<file path="config.mk">
export PLATFORM = sky130hd
export DESIGN_NAME = lcd_mux_sequencer
export DESIGN_NICKNAME = d
export VERILOG_FILES = /design/src/rtl/lcd_seq_pkg.sv /design/src/rtl/lcd_slot_timer.sv /design/src/rtl/lcd_bit_picker.sv /design/src/rtl/lcd_mux_sequencer.sv
export SDC_FILE = /design/constraint.sdc
export NUM_CORES = 1
export LEC_CHECK = 0
export BUFFER_PORTS_ARGS = -buffer_cell sky130_fd_sc_hd__buf_2
export CORE_AREA = 5 5 119 121
export CTS_CLUSTER_SIZE = 14
export DETAILED_ROUTE_END_ITERATION = 10
export DIE_AREA = 0 0 124 126
export GPL_ROUTABILITY_DRIVEN = 0
export HOLD_SLACK_MARGIN = 0.1
export PLACE_DENSITY = 0.71
export RECOVER_POWER = 50
export SETUP_SLACK_MARGIN = 0.5
export SYNTH_ARGS = -nofsm -noshare
export SYNTH_HDL_FRONTEND = slang
export SYNTH_SLANG_ARGS = --single-unit
</file>
<file path="constraint.sdc">
create_clock -name clk -period 7.3 [get_ports clk]
set_clock_uncertainty 0.05 [all_clocks]
set_input_delay 1.095 -clock clk [delete_from_list [all_inputs] [get_ports clk]]
set_output_delay 1.095 -clock clk [all_outputs]
set_load 0.02 [all_outputs]
</file>
<file path="src/rtl/lcd_seq_pkg.sv">
package lcd_seq_pkg;

    // Two-bit drive level codes
    typedef enum logic [1:0] {
        LV_GND  = 2'd0,
        LV_LOW  = 2'd1,
        LV_HIGH = 2'd2,
        LV_VDD  = 2'd3
    } lvl_e;

    // Per-cycle drive context shared by common and segment mappers
    typedef struct packed {
        logic bias3;   // third bias when set
        logic neg;     // negative frame when set
    } drive_ctx_t;

    function automatic lvl_e com_level(drive_ctx_t ctx, logic sel);
        if (sel)
            return ctx.neg ? LV_GND : LV_VDD;
        return (ctx.bias3 && ctx.neg) ? LV_HIGH : LV_LOW;
    endfunction

    function automatic lvl_e seg_level(drive_ctx_t ctx, logic on);
        if (on)
            return ctx.neg ? LV_VDD : LV_GND;
        if (!ctx.bias3)
            return LV_LOW;
        return ctx.neg ? LV_LOW : LV_HIGH;
    endfunction

    function automatic logic pick3(logic [2:0] grp, logic [1:0] slot);
        case (slot)
            2'd0:    return grp[0];
            2'd1:    return grp[1];
            2'd2:    return grp[2];
            default: return 1'b0;
        endcase
    endfunction

endpackage

</file>
<file path="src/rtl/lcd_slot_timer.sv">
module lcd_slot_timer #(
    parameter int DIV_RATIO = 64
) (
    input  logic       clk,
    input  logic       rst,
    input  logic       osc_en,
    input  logic       hold,
    input  logic       duty4,
    output logic [1:0] slot,
    output logic       neg
);
    localparam int CW = (DIV_RATIO > 1) ? $clog2(DIV_RATIO) : 1;
    localparam logic [CW-1:0] CNT_LAST = CW'(DIV_RATIO - 1);

    logic [CW-1:0] cnt;
    logic [1:0]    last_slot;
    logic          adv;
    logic          wrap;

    always_comb begin
        last_slot = duty4 ? 2'd3 : 2'd2;
        adv       = osc_en && !hold && (cnt == CNT_LAST);
        wrap      = (slot >= last_slot);
    end

    always_ff @(posedge clk) begin
        if (rst) begin
            cnt  <= '0;
            slot <= 2'd0;
            neg  <= 1'b0;
        end else if (osc_en && !hold) begin
            if (adv) begin
                cnt <= '0;
                if (wrap) begin
                    slot <= 2'd0;
                    neg  <= ~neg;
                end else begin
                    slot <= slot + 2'd1;
                end
            end else begin
                cnt <= cnt + 1'b1;
            end
        end
    end

    // in three-common mode the scan never lands on a fourth slot
    assert_slot_range_R2: assert property (@(posedge clk) disable iff (rst)
        (adv && !duty4) |=> (slot != 2'd3));

    // the end of a frame inverts polarity
    assert_frame_flip_R2: assert property (@(posedge clk) disable iff (rst)
        (adv && wrap) |=> (neg != $past(neg)));

    // power save freezes scan position and polarity
    assert_freeze_R9: assert property (@(posedge clk) disable iff (rst)
        hold |=> ($stable(slot) && $stable(neg)));

endmodule

</file>
<file path="src/rtl/lcd_bit_picker.sv">
module lcd_bit_picker
    import lcd_seq_pkg::*;
#(
    parameter int SEG_PINS = 50
) (
    input  logic [4*SEG_PINS-1:0] bits,
    input  logic [1:0]            slot,
    input  logic                  duty4,
    output logic [SEG_PINS:0]     seg_on
);
    // SEG_PINS must be at least 3 so the extra third-duty group fits in bits
    for (genvar k = 0; k < SEG_PINS; k++) begin : g_seg
        logic [3:0] quad;
        logic [2:0] trio;
        assign quad      = bits[4*k +: 4];
        assign trio      = bits[3*k +: 3];
        assign seg_on[k] = duty4 ? quad[slot] : pick3(trio, slot);
    end

    // Shared pin: segment only in three-common mode
    logic [2:0] last_trio;
    assign last_trio        = bits[3*SEG_PINS +: 3];
    assign seg_on[SEG_PINS] = duty4 ? 1'b0 : pick3(last_trio, slot);

endmodule

</file>
<file path="src/rtl/lcd_mux_sequencer.sv">
module lcd_mux_sequencer
    import lcd_seq_pkg::*;
#(
    parameter int SEG_PINS  = 50,
    parameter int DIV_RATIO = 64
) (
    input  logic                  clk,
    input  logic                  rst,
    input  logic                  osc_en,
    input  logic [4*SEG_PINS-1:0] disp_bits,
    input  logic                  quarter_duty,
    input  logic                  third_bias,
    input  logic                  seg_blank,
    input  logic                  power_save,
    output logic [5:0]            com_drive,
    output logic [1:0]            shared_drive,
    output logic [2*SEG_PINS-1:0] seg_drive
);
    localparam int DEDICATED_COMS = 3;

    logic [1:0]        slot;
    logic              neg;
    logic [SEG_PINS:0] seg_on;
    logic              run;
    drive_ctx_t        ctx;

    lcd_slot_timer #(.DIV_RATIO(DIV_RATIO)) u_timer (
        .clk    (clk),
        .rst    (rst),
        .osc_en (osc_en),
        .hold   (power_save),
        .duty4  (quarter_duty),
        .slot   (slot),
        .neg    (neg)
    );

    lcd_bit_picker #(.SEG_PINS(SEG_PINS)) u_pick (
        .bits   (disp_bits),
        .slot   (slot),
        .duty4  (quarter_duty),
        .seg_on (seg_on)
    );

    always_comb begin
        run       = !rst && !power_save;
        ctx.bias3 = third_bias;
        ctx.neg   = neg;
    end

    for (genvar c = 0; c < DEDICATED_COMS; c++) begin : g_com
        assign com_drive[2*c +: 2] = run ? com_level(ctx, slot == 2'(c)) : LV_GND;
    end

    always_comb begin
        if (!run)
            shared_drive = LV_GND;
        else if (quarter_duty)
            shared_drive = com_level(ctx, slot == 2'd3);
        else
            shared_drive = seg_level(ctx, seg_on[SEG_PINS] && !seg_blank);
    end

    for (genvar k = 0; k < SEG_PINS; k++) begin : g_seg
        assign seg_drive[2*k +: 2] = run ? seg_level(ctx, seg_on[k] && !seg_blank) : LV_GND;
    end

    // Observation helpers for the checks below
    logic [3:0] com_extreme;
    logic       any_upper_mid;
    always_comb begin
        for (int c = 0; c < DEDICATED_COMS; c++)
            com_extreme[c] = (com_drive[2*c +: 2] == 2'd0) || (com_drive[2*c +: 2] == 2'd3);
        com_extreme[3] = quarter_duty && ((shared_drive == 2'd0) || (shared_drive == 2'd3));
        any_upper_mid  = (shared_drive == 2'd2);
        for (int c = 0; c < DEDICATED_COMS; c++)
            any_upper_mid = any_upper_mid || (com_drive[2*c +: 2] == 2'd2);
        for (int k = 0; k < SEG_PINS; k++)
            any_upper_mid = any_upper_mid || (seg_drive[2*k +: 2] == 2'd2);
    end

    // exactly one common at an extreme level while driving
    assert_one_select_R10: assert property (@(posedge clk) disable iff (rst)
        !power_save |-> ($countones(com_extreme) == 1));

    // half bias uses only three levels
    assert_no_upper_mid_R7: assert property (@(posedge clk) disable iff (rst)
        !third_bias |-> !any_upper_mid);

    // power save darkens every pin
    assert_dark_R9: assert property (@(posedge clk) disable iff (rst)
        power_save |-> (com_drive == '0 && shared_drive == '0 && seg_drive == '0));

endmodule

</file>
# Word level (Yosys, flattened, before mapping)
# Index checks and enable logic that the tools add are counted.
# word_totals
output_inout_bits	108
word_cells	662
regBits	9
mem_bits_ro	0
latch_bits	0
memories	0
ram_bits	0
# classes
n_eq_ne	4
add_sub_neg	2
multipliers	0
n_mux	589
n_lt_le_gt_ge	2
reduce_logical	61
bitwise	1
shift	0
div_mod_pow	0
# ops
cell	n
2-to-1 mux 2 bit	272
2-to-1 mux 1 bit	215
case mux 1 bit (3 select lines)	51
binary-select mux 1 bit (select 2 bit)	50
logical AND 1 bit	55
adder 6 x 1 -> 6 bit (second input constant)	1
equality test 6 bit (second input constant)	1
2-to-1 mux 6 bit	1
equality test 2 bit (second input constant)	2
logical NOT 1 bit	3
less-than comparator 2 x 3 -> 1 bit (second input constant)	1
AND reduction 3 bit	1
adder 2 x 1 -> 2 bit (second input constant)	1
equality test 2 x 1 -> 1 bit (second input constant)	1
>= comparator 2 bit	1
logical NOT 2 bit	1
AND reduction 2 bit	1
NOT 1 bit	1

# Longest topological paths before layout
# Gate-level depths: netlist of the first run.
# depth
ltp_word	14
depth_mapped	11

# By module
# From an unflattened synthesis of the first run, not the netlist that was laid out.
# unflattened
hier_cells	666
area_unflattened_um2	4872.2
# modules_own_cells
module	cells_per_inst	seq_area_each_um2	instances	area_per_inst_um2
lcd_bit_picker	343	0.0	1	2760.1
lcd_mux_sequencer	270	0.0	1	1672.9
lcd_slot_timer	53	180.2	1	439.2

# Worst setup path after synthesis of the first run
# OpenSTA, ideal clock, no wires.
# synth_path
path_type	input-to-output
startpoint	in quarter_duty
endpoint	out seg_drive[79]
arrival_ns	2.519
t_required_ns	6.155
slack_ns	3.636
n_path_buf	2
cell_stages	6
cell_sequence	or2_4 buf_6 buf_6 or2_1 a221oi_2 mux2i_1
# synth_between
elab_chain_cells	5
# synth_rtl
item	line_no	text
from (decl)	lcd_mux_sequencer.sv:11	input logic quarter_duty,
2-to-1 mux 1 bit	lcd_bit_picker.sv:17	assign seg_on[k] = duty4 ? quad[slot] : pick3(trio, slot);
logical AND 1 bit	lcd_mux_sequencer.sv:64	assign seg_drive[2*k +: 2] = run ? seg_level(ctx, seg_on[k] && !seg_blank) : LV_GND;
2-to-1 mux 1 bit	lcd_seq_pkg.sv:24	if (on)
2-to-1 mux 2 bit	lcd_seq_pkg.sv:26	if (!ctx.bias3)
2-to-1 mux 2 bit	lcd_mux_sequencer.sv:64	
to (decl)	lcd_mux_sequencer.sv:17	output logic [2*SEG_PINS-1:0] seg_drive
# Every way passes these cells.

# Worst setup path after layout of the first run
# layout_path
startpoint	reg u_timer.slot[0]
endpoint	out seg_drive[85]
# layout_between
elab_chain_cells	7
elab_cells_between_ends	11
classes_between	eq/ne: 2; mux: 7; reduce/logical: 2
# layout_rtl
item	line_no	text
from (decl)	lcd_slot_timer.sv:9	output logic [1:0] slot,
from (signal assigned)	lcd_slot_timer.sv:38	slot <= slot + 2'd1;
equality test 2 bit, or another cell as far along	lcd_seq_pkg.sv:32	case (slot)
case mux 1 bit (3 select lines) or 2-to-1 mux 1 bit (tied branches)	lcd_seq_pkg.sv:32, lcd_bit_picker.sv:17	
2-to-1 mux 1 bit *	lcd_bit_picker.sv:17	
logical AND 1 bit *	lcd_mux_sequencer.sv:64	
2-to-1 mux 1 bit *	lcd_seq_pkg.sv:24	
2-to-1 mux 2 bit *	lcd_seq_pkg.sv:26	
2-to-1 mux 2 bit *	lcd_mux_sequencer.sv:64	
# Every way passes the cells marked *; elsewhere a longest branch is shown, timed or not. The select of a mux whose other input is x is not followed.

==> results of run 1 <==
## flip-flops by register name (all words and copies together), names as in the netlist
signal	cells
u_timer.cnt	6
u_timer.slot	2
u_timer.neg	1
## layer usage
metal / share of wire / GRT usage / routed length [um] / vias up
met5: 0 / 0 / 0 / -
li1: - / - / - / 2769
met3: 0.090 / 0.0390 / 1940 / 39
met4: 0.019 / 0.0406 / 415 / 0
met2: 0.47 / 0.406 / 10200 / 388
met1: 0.42 / 0.355 / 8930 / 2910
## synthesized netlist by cell type (8+ instances only)
cell type	n
sky130_fd_sc_hd__o21ai_0	106
sky130_fd_sc_hd__mux2i_1	102
sky130_fd_sc_hd__mux2_2	51
sky130_fd_sc_hd__a222oi_1	50
sky130_fd_sc_hd__a221oi_2	49
sky130_fd_sc_hd__or2_1	47
sky130_fd_sc_hd__clkbuf_1	45
sky130_fd_sc_hd__buf_2	14
sky130_fd_sc_hd__dfxtp_1	9
sky130_fd_sc_hd__nand2_1	9
sky130_fd_sc_hd__buf_1	8
sky130_fd_sc_hd__buf_4	8
## final timing paths
| path | start | endpoint | slack (ps) |
|---|---|---|---|
| setup / recovery | u_timer.slot[0] | seg_drive[85] | 1220 |
| hold / removal | u_timer.cnt[5] | u_timer.cnt[5] | 480 |
| setup reg to reg | u_timer.slot[0] | u_timer.neg | 5140 |
| hold reg to reg | u_timer.cnt[5] | u_timer.cnt[5] | 480 |
## area by class of cell
cell class / instances / area share
multi-input cells: 470 / 0.654
clock buffers: 3 / 0.0123
repair buffers: 323 / 0.265
clock inverters: 1 / 0.000817
flip-flops and latches: 9 / 0.0300
inverters: 4 / 0.00245
well taps: 176 / 0.0360
## critical path, cell delays in order, from the launching register on
cell,delay [ps]
sky130_fd_sc_hd__dfxtp_1,410
sky130_fd_sc_hd__clkinv_1,100
sky130_fd_sc_hd__buf_4,460
sky130_fd_sc_hd__ha_1,950
sky130_fd_sc_hd__clkbuf_1,1150
sky130_fd_sc_hd__a222oi_1,210
sky130_fd_sc_hd__or2_1,390
sky130_fd_sc_hd__a221oi_2,300
sky130_fd_sc_hd__mux2i_1,450
sky130_fd_sc_hd__buf_2,250
## stage by stage
step           utilization  instance area (um2)  worst slack, ps
4_1_cts              0.482                 6260             2100
3_3_place_gp         0.476                 6180             2140
6_report             0.472                 6120             1220
3_5_place_dp         0.476                 6180             2120
2_1_floorplan            -                 4670             3640
5_1_grt              0.472                 6120             1040
## cells in the final DEF, fill, tap and decap left out, types with 3 or more instances in the layout
master                      instances
sky130_fd_sc_hd__o21ai_0          106
sky130_fd_sc_hd__clkbuf_16          3
sky130_fd_sc_hd__mux2i_1          102
sky130_fd_sc_hd__a21oi_1            6
sky130_fd_sc_hd__mux2_2            51
sky130_fd_sc_hd__or2_0             18
sky130_fd_sc_hd__xor2_1             3
sky130_fd_sc_hd__nor2_1             6
sky130_fd_sc_hd__nand2_1            8
sky130_fd_sc_hd__or3_1              3
sky130_fd_sc_hd__or2_1             31
sky130_fd_sc_hd__nor3_1             5
sky130_fd_sc_hd__inv_1              3
sky130_fd_sc_hd__a221oi_2          32
sky130_fd_sc_hd__a222oi_1          50
sky130_fd_sc_hd__clkbuf_1          12
sky130_fd_sc_hd__ha_1               6
sky130_fd_sc_hd__and2_1             3
sky130_fd_sc_hd__buf_4              8
sky130_fd_sc_hd__a221oi_1          17
sky130_fd_sc_hd__buf_2            303
sky130_fd_sc_hd__dfxtp_1            8
## cell families after synthesis
group / count (synthesis) / synth area share
muxes: 154 / 0.346
AOI/OAI and AO/OA: 218 / 0.398
DFF: 9 / 0.0386
buffers and inverters: 83 / 0.0833
adders and majority gates: 6 / 0.0161
and+or+nand+nor: 89 / 0.112
xor gates and xnor gates: 3 / 0.00563
## where the power goes
part | internal [mW] | leakage (nW) | switching [mW]
sequential | 0.0495 | 0.0735 | 0.000673
combinational | 0.116 | 2.52 | 0.149
clock | 0.0724 | 0.0409 | 0.0260
==> metrics.txt, run 1 <==
outcome=finished with violations; violated checks=max-capacitance violations, max-slew violations; register area=184 um2; number of global-route vias before repair=5714; CTS tree=built; aggregate global routing overflow=0; router iterations before antenna repair=9; Root Buffer Master=sky130_fd_sc_hd__clkbuf_16; unrepaired setup endpoints after global routing=no; area enclosed by the die boundary=15600 um2; post-detailed-route wirelength per cell=21.8 um; Relative slew margins=-0.509; leak pwr=2.64 nW; number of antenna violations at the first check in global routing=0; largest cells by area after synthesis=sky130_fd_sc_hd__mux2i_1 (22%), sky130_fd_sc_hd__a221oi_2 (16%), sky130_fd_sc_hd__mux2_2 (12%); number of buffers added to fix hold violations after cts=0; timing-limited maximum frequency=165 MHz; number of violations of the max-capacitance limit=2; async set or reset register ratio after synthesis=0; net total in the final layout=1024; residual antenna-violating net count after detailed routing=0; netlist area before placement=4670 um2; post-route non-filler standard cell count=986; biggest fanout along the worst timing path=52; post-cts gate resize count=0; multi-input logic area=4000 um2; portion of synthesized cell area occupied by the leading cell type=0.219; wire length of the first global-routing pass=32000 um; Setup CP Type=reg2out; Power per Cell Area=67.6 nW/um2; H-tree levels=1; number of synthesized register bits=9; clock transition time at the flip-flop clock pins of the worst setup and hold paths=40 ps; hold slack final=483 ps; Final setup viols=0; post-synthesis area per instance=8.31 um2; commonest register cell after synthesis=sky130_fd_sc_hd__dfxtp_1; Pwr Total=414 uW; remaining routing DRC violations=0; Area growth, synth to finish=31.2%; via count normalized by instance count=6.19; category of the worst setup path capture point=output port; Synth area leader=sky130_fd_sc_hd__mux2i_1; I/O pins=315; number of flops mapped to enable cells by yosys=0; Bufs on Longest Clock Path=2; proportion of synthesized chip area in sequential cells=0.0386; final setup TNS=0 ps; TritonCTS Buffers=3; DR iter-0 viols=767; R2R cell count=6; die height=126 um; part of the cycle the worst path needs=0.833; total routed wirelength=21500 um; combined global-route utilization of all metal layers=0.250; row count=42; WHS Path Cells=2; number of cells after detailed placement=982; hold violation total from the final report=0; Req. time, crit path=6150 ps; proportion of layout cells with a drive suffix above 1=0.498; die width=124 um; Synthesized Nets=775; Setup Fix Bufs, Post-CTS=0; clock latency on the worst-skew pair=230 ps; vias=6106; filler instances=1341; core area=13000 um2; count of pins over their slew limit=55; count of cell types in the netlist=37; Antenna diodes=0; count of clock tree sinks=9; synthesis warning total=0; Final min period=6080 ps; Post-Syn Instances=562; worst voltage drop across the vdd grid=0.0000817 V; maximum number of pins on one net before global-route repair=101; data arrival time of the worst path=4930 ps; Port Buffers=314; initial cell density of the core=0.360; actual slew at the worst max-slew pin=2260 ps; type of element launching the critical path=flop; post-detailed-placement half-perimeter wirelength=15700 um; Hold/Removal Path Class=reg2reg
(Power assumes the default switching activity.)
==> inputs of run 2 (changes only) <==
--- a/config.mk
+++ b/config.mk
@@ -6,13 +6,13 @@
 export NUM_CORES = 1
 export LEC_CHECK = 0
 export BUFFER_PORTS_ARGS = -buffer_cell sky130_fd_sc_hd__buf_2
-export CORE_AREA = 5 5 119 121
+export CORE_AREA = 5 5 118 120
 export CTS_CLUSTER_SIZE = 14
 export DETAILED_ROUTE_END_ITERATION = 10
-export DIE_AREA = 0 0 124 126
+export DIE_AREA = 0 0 123 125
 export GPL_ROUTABILITY_DRIVEN = 0
 export HOLD_SLACK_MARGIN = 0.1
-export PLACE_DENSITY = 0.71
+export PLACE_DENSITY = 0.75
 export RECOVER_POWER = 50
 export SETUP_SLACK_MARGIN = 0.5
 export SYNTH_ARGS = -nofsm -noshare
==> constraint.sdc (replaced) <==
create_clock -name clk -period 5 [get_ports clk]
set_clock_uncertainty 0.05 [all_clocks]
set_input_delay 0.75 -clock clk [delete_from_list [all_inputs] [get_ports clk]]
set_output_delay 0.75 -clock clk [all_outputs]
set_load 0.02 [all_outputs]
==> run 2 against run 1 <==
First-iteration DRC count rose by 2.5%. Clock power up 44%. Highest routed layer unchanged. The run now ends clean. Register-to-register slack got worse by 3400 ps. Sequential cell count stayed put. Non-clock buffer count is 1 higher.
==> metrics.txt, run 2 (synthesized netlist as in run 1, its figures left out) <==
initial cell density of the core=0.363 (+0.00294); core area=12900 um2 (-0.81%); commonest non-fill, non-tap cell in the layout=sky130_fd_sc_hd__buf_2; hold violation total from the final report=0 (unchanged); row count=42 (unchanged); Critical Path Slowest Stage Cell=sky130_fd_sc_hd__dfxtp_2; aggregate global routing overflow=0 (unchanged); category of the worst setup path capture point=output port; router iterations before antenna repair=8 (-1); post-detailed-placement half-perimeter wirelength=16500 um (+5.2%); TritonCTS Buffers=3 (unchanged); post-detailed-route wirelength per cell=22.2 um (+1.7%); capture point of the worst reg-to-reg path=u_timer.neg; minimum setup slack among reg-to-reg paths=1750 ps (-3390 ps); commonest non-fill, non-tap cells in the layout=sky130_fd_sc_hd__buf_2 (286), sky130_fd_sc_hd__o21ai_0 (106), sky130_fd_sc_hd__mux2i_1 (102), sky130_fd_sc_hd__mux2_2 (51), sky130_fd_sc_hd__a222oi_1 (50); Final setup viols=0 (unchanged); crit path cell chain=clkbuf_4, mux2_2, o21ai_0, a221oi_2, o21ai_0, clkbuf_1; worst voltage drop across the vdd grid=0.0000900 V (+10%); R2R cell count=6 (unchanged); CTS tree=built; number of global-route vias before repair=5828 (+2.0%); number of violations of the max-capacitance limit=0 (-2); count of pins over their slew limit=0 (-100%); number of buffers added to fix hold violations after cts=0 (unchanged); Relative slew margins=0.0315 (+0.541); count of clock tree sinks=9 (unchanged); Setup Fix Bufs, Post-CTS=0 (unchanged); timing-limited maximum frequency=221 MHz; Crit path largest cell delay=1180 ps (+30 ps); die width=123 um (-0.81%); clock transition time at the flip-flop clock pins of the worst setup and hold paths=40 ps (about the same); number of buffer and inverter stages on the critical path=2 (-2); critical register-to-register path startpoint=u_timer.slot[0]; H-tree levels=1 (unchanged); wire length of the first global-routing pass=32500 um (+1.6%); biggest regs=u_timer.cnt (6), u_timer.slot (2), u_timer.neg (1); proportion of layout cells with a drive suffix above 1=0.485 (-0.0129); Hold/Removal Path Class=reg2reg; hold slack final=445 ps (-38.1 ps); Port Buffers=314 (unchanged); Bufs on Longest Clock Path=2 (unchanged); Largest register FFs=6 (unchanged); residual antenna-violating net count after detailed routing=0 (unchanged); I/O pins=315 (unchanged); Largest Register=u_timer.cnt; via count normalized by instance count=6.16 (-0.49%); crit-path most repeated cell=sky130_fd_sc_hd__o21ai_0; Crit path max-delay family=buffers and inverters; cell depth of the worst setup path=6 (-3); number of antenna violations at the first check in global routing=0 (unchanged); leak pwr=2.59 nW (-1.9%); Req. time, crit path=4200 ps (-1950 ps); multi-input logic area=4050 um2 (+1.1%); actual slew at the worst max-slew pin=1450 ps (-811 ps); Antenna diodes=0 (unchanged); DR iter-0 viols=786 (+2.5%); Setup CP Type=reg2out; Area growth, synth to finish=32.0%; part of the cycle the worst path needs=0.907; total routed wirelength=21900 um (+1.8%); area enclosed by the die boundary=15400 um2 (-1.6%); filler instances=1308 (-2.5%); remaining routing DRC violations=0 (unchanged); outcome=finished, final reports clean; Final min period=4530 ps; unrepaired setup endpoints after global routing=no; net total in the final layout=1025 (+0.098%); type of element launching the critical path=flop; vias=6082 (-0.39%); final setup TNS=0 ps (unchanged); data arrival time of the worst path=3730 ps (-1200 ps); startpoint of the worst setup timing path=u_timer.slot[1]; biggest fanout along the worst timing path=57 (+9.6%); register area=181 um2 (-1.4%); Root Buffer Master=sky130_fd_sc_hd__clkbuf_16; combined global-route utilization of all metal layers=0.259 (+0.00858); Power per Cell Area=99.2 nW/um2 (+47%); maximum number of pins on one net before global-route repair=58 (-43%); clock latency on the worst-skew pair=240 ps (about the same); die height=125 um (-0.79%); destination of the critical timing path=seg_drive[36]
run 2: cell count changes in the layout (fill, tap and decap cells not counted), moves of 2 or more:
| cell | change |
|---|---|
| sky130_fd_sc_hd__clkbuf_1 | +18 |
| sky130_fd_sc_hd__buf_2 | -17 |
| sky130_fd_sc_hd__or2_0 | -13 |
| sky130_fd_sc_hd__or2_1 | +13 |
| sky130_fd_sc_hd__a221oi_1 | -4 |
| sky130_fd_sc_hd__a221oi_2 | +4 |
| sky130_fd_sc_hd__ha_1 | -3 |
| sky130_fd_sc_hd__ha_2 | +2 |
run 2: metrics by stage:
| stage | instances | util | instance area (um2) | worst slack, ps | total power [mW] |
|---|---|---|---|---|---|
| CTS | 987 | 0.487 | 6270 | 674 | 0.617 |
| detailed placement | 983 | 0.481 | 6200 | 921 | 0.474 |
| finish | 987 | 0.479 | 6160 | 467 | 0.611 |
| global placement | 983 | 0.481 | 6200 | 1000 | 0.471 |
| global route | 987 | 0.479 | 6160 | 309 | 0.646 |
| floorplan | 562 | - | 4670 | 1720 | 0.301 |
run 2: timing repair:
item / 4_1_cts / 5_1_grt
gates resized for setup: 0 / 2
endpoints found under the hold margin: 0 / 0
endpoints found under the setup margin: 0 / 1
run 2: worst min-delay path: stages, from the launching register on:
cell                      delay (ps)
sky130_fd_sc_hd__dfxtp_1         320
sky130_fd_sc_hd__o21ai_0          70
sky130_fd_sc_hd__a21oi_1          60
run 2: area by class of cell:
| cell class | instances | area share |
|---|---|---|
| timing repair buffer | 324 | 0.263 |
| inverter | 4 | 0.00244 |
| multi-input combinational | 470 | 0.657 |
| tap | 176 | 0.0357 |
| clock buffer | 4 | 0.0128 |
| sequential | 9 | 0.0294 |
run 2: worst min-delay path by stage:
| stage | start | end | slack, ps | depth (start not counted) |
|---|---|---|---|---|
| floorplan | u_timer.cnt[5] | u_timer.cnt[5] | 420 | 2 |
| global placement | u_timer.cnt[5] | u_timer.cnt[5] | 440 | 2 |
| detailed placement | u_timer.cnt[5] | u_timer.cnt[5] | 440 | 2 |
| CTS | u_timer.cnt[5] | u_timer.cnt[5] | 450 | 2 |
| global route | u_timer.cnt[5] | u_timer.cnt[5] | 500 | 2 |
| finish | u_timer.cnt[5] | u_timer.cnt[5] | 440 | 2 |
run 2: metal layers:
layer	track usage	share of wire
met1	0.333	0.39
met2	0.434	0.48
met3	0.0465	0.10
met4	0.0866	0.034
met5	0	0
run 2: power by group:
part	internal (mW)	switching (mW)
combinational	0.172	0.224
clock	0.107	0.0352
sequential	0.0729	0.000946
total	0.351	0.260
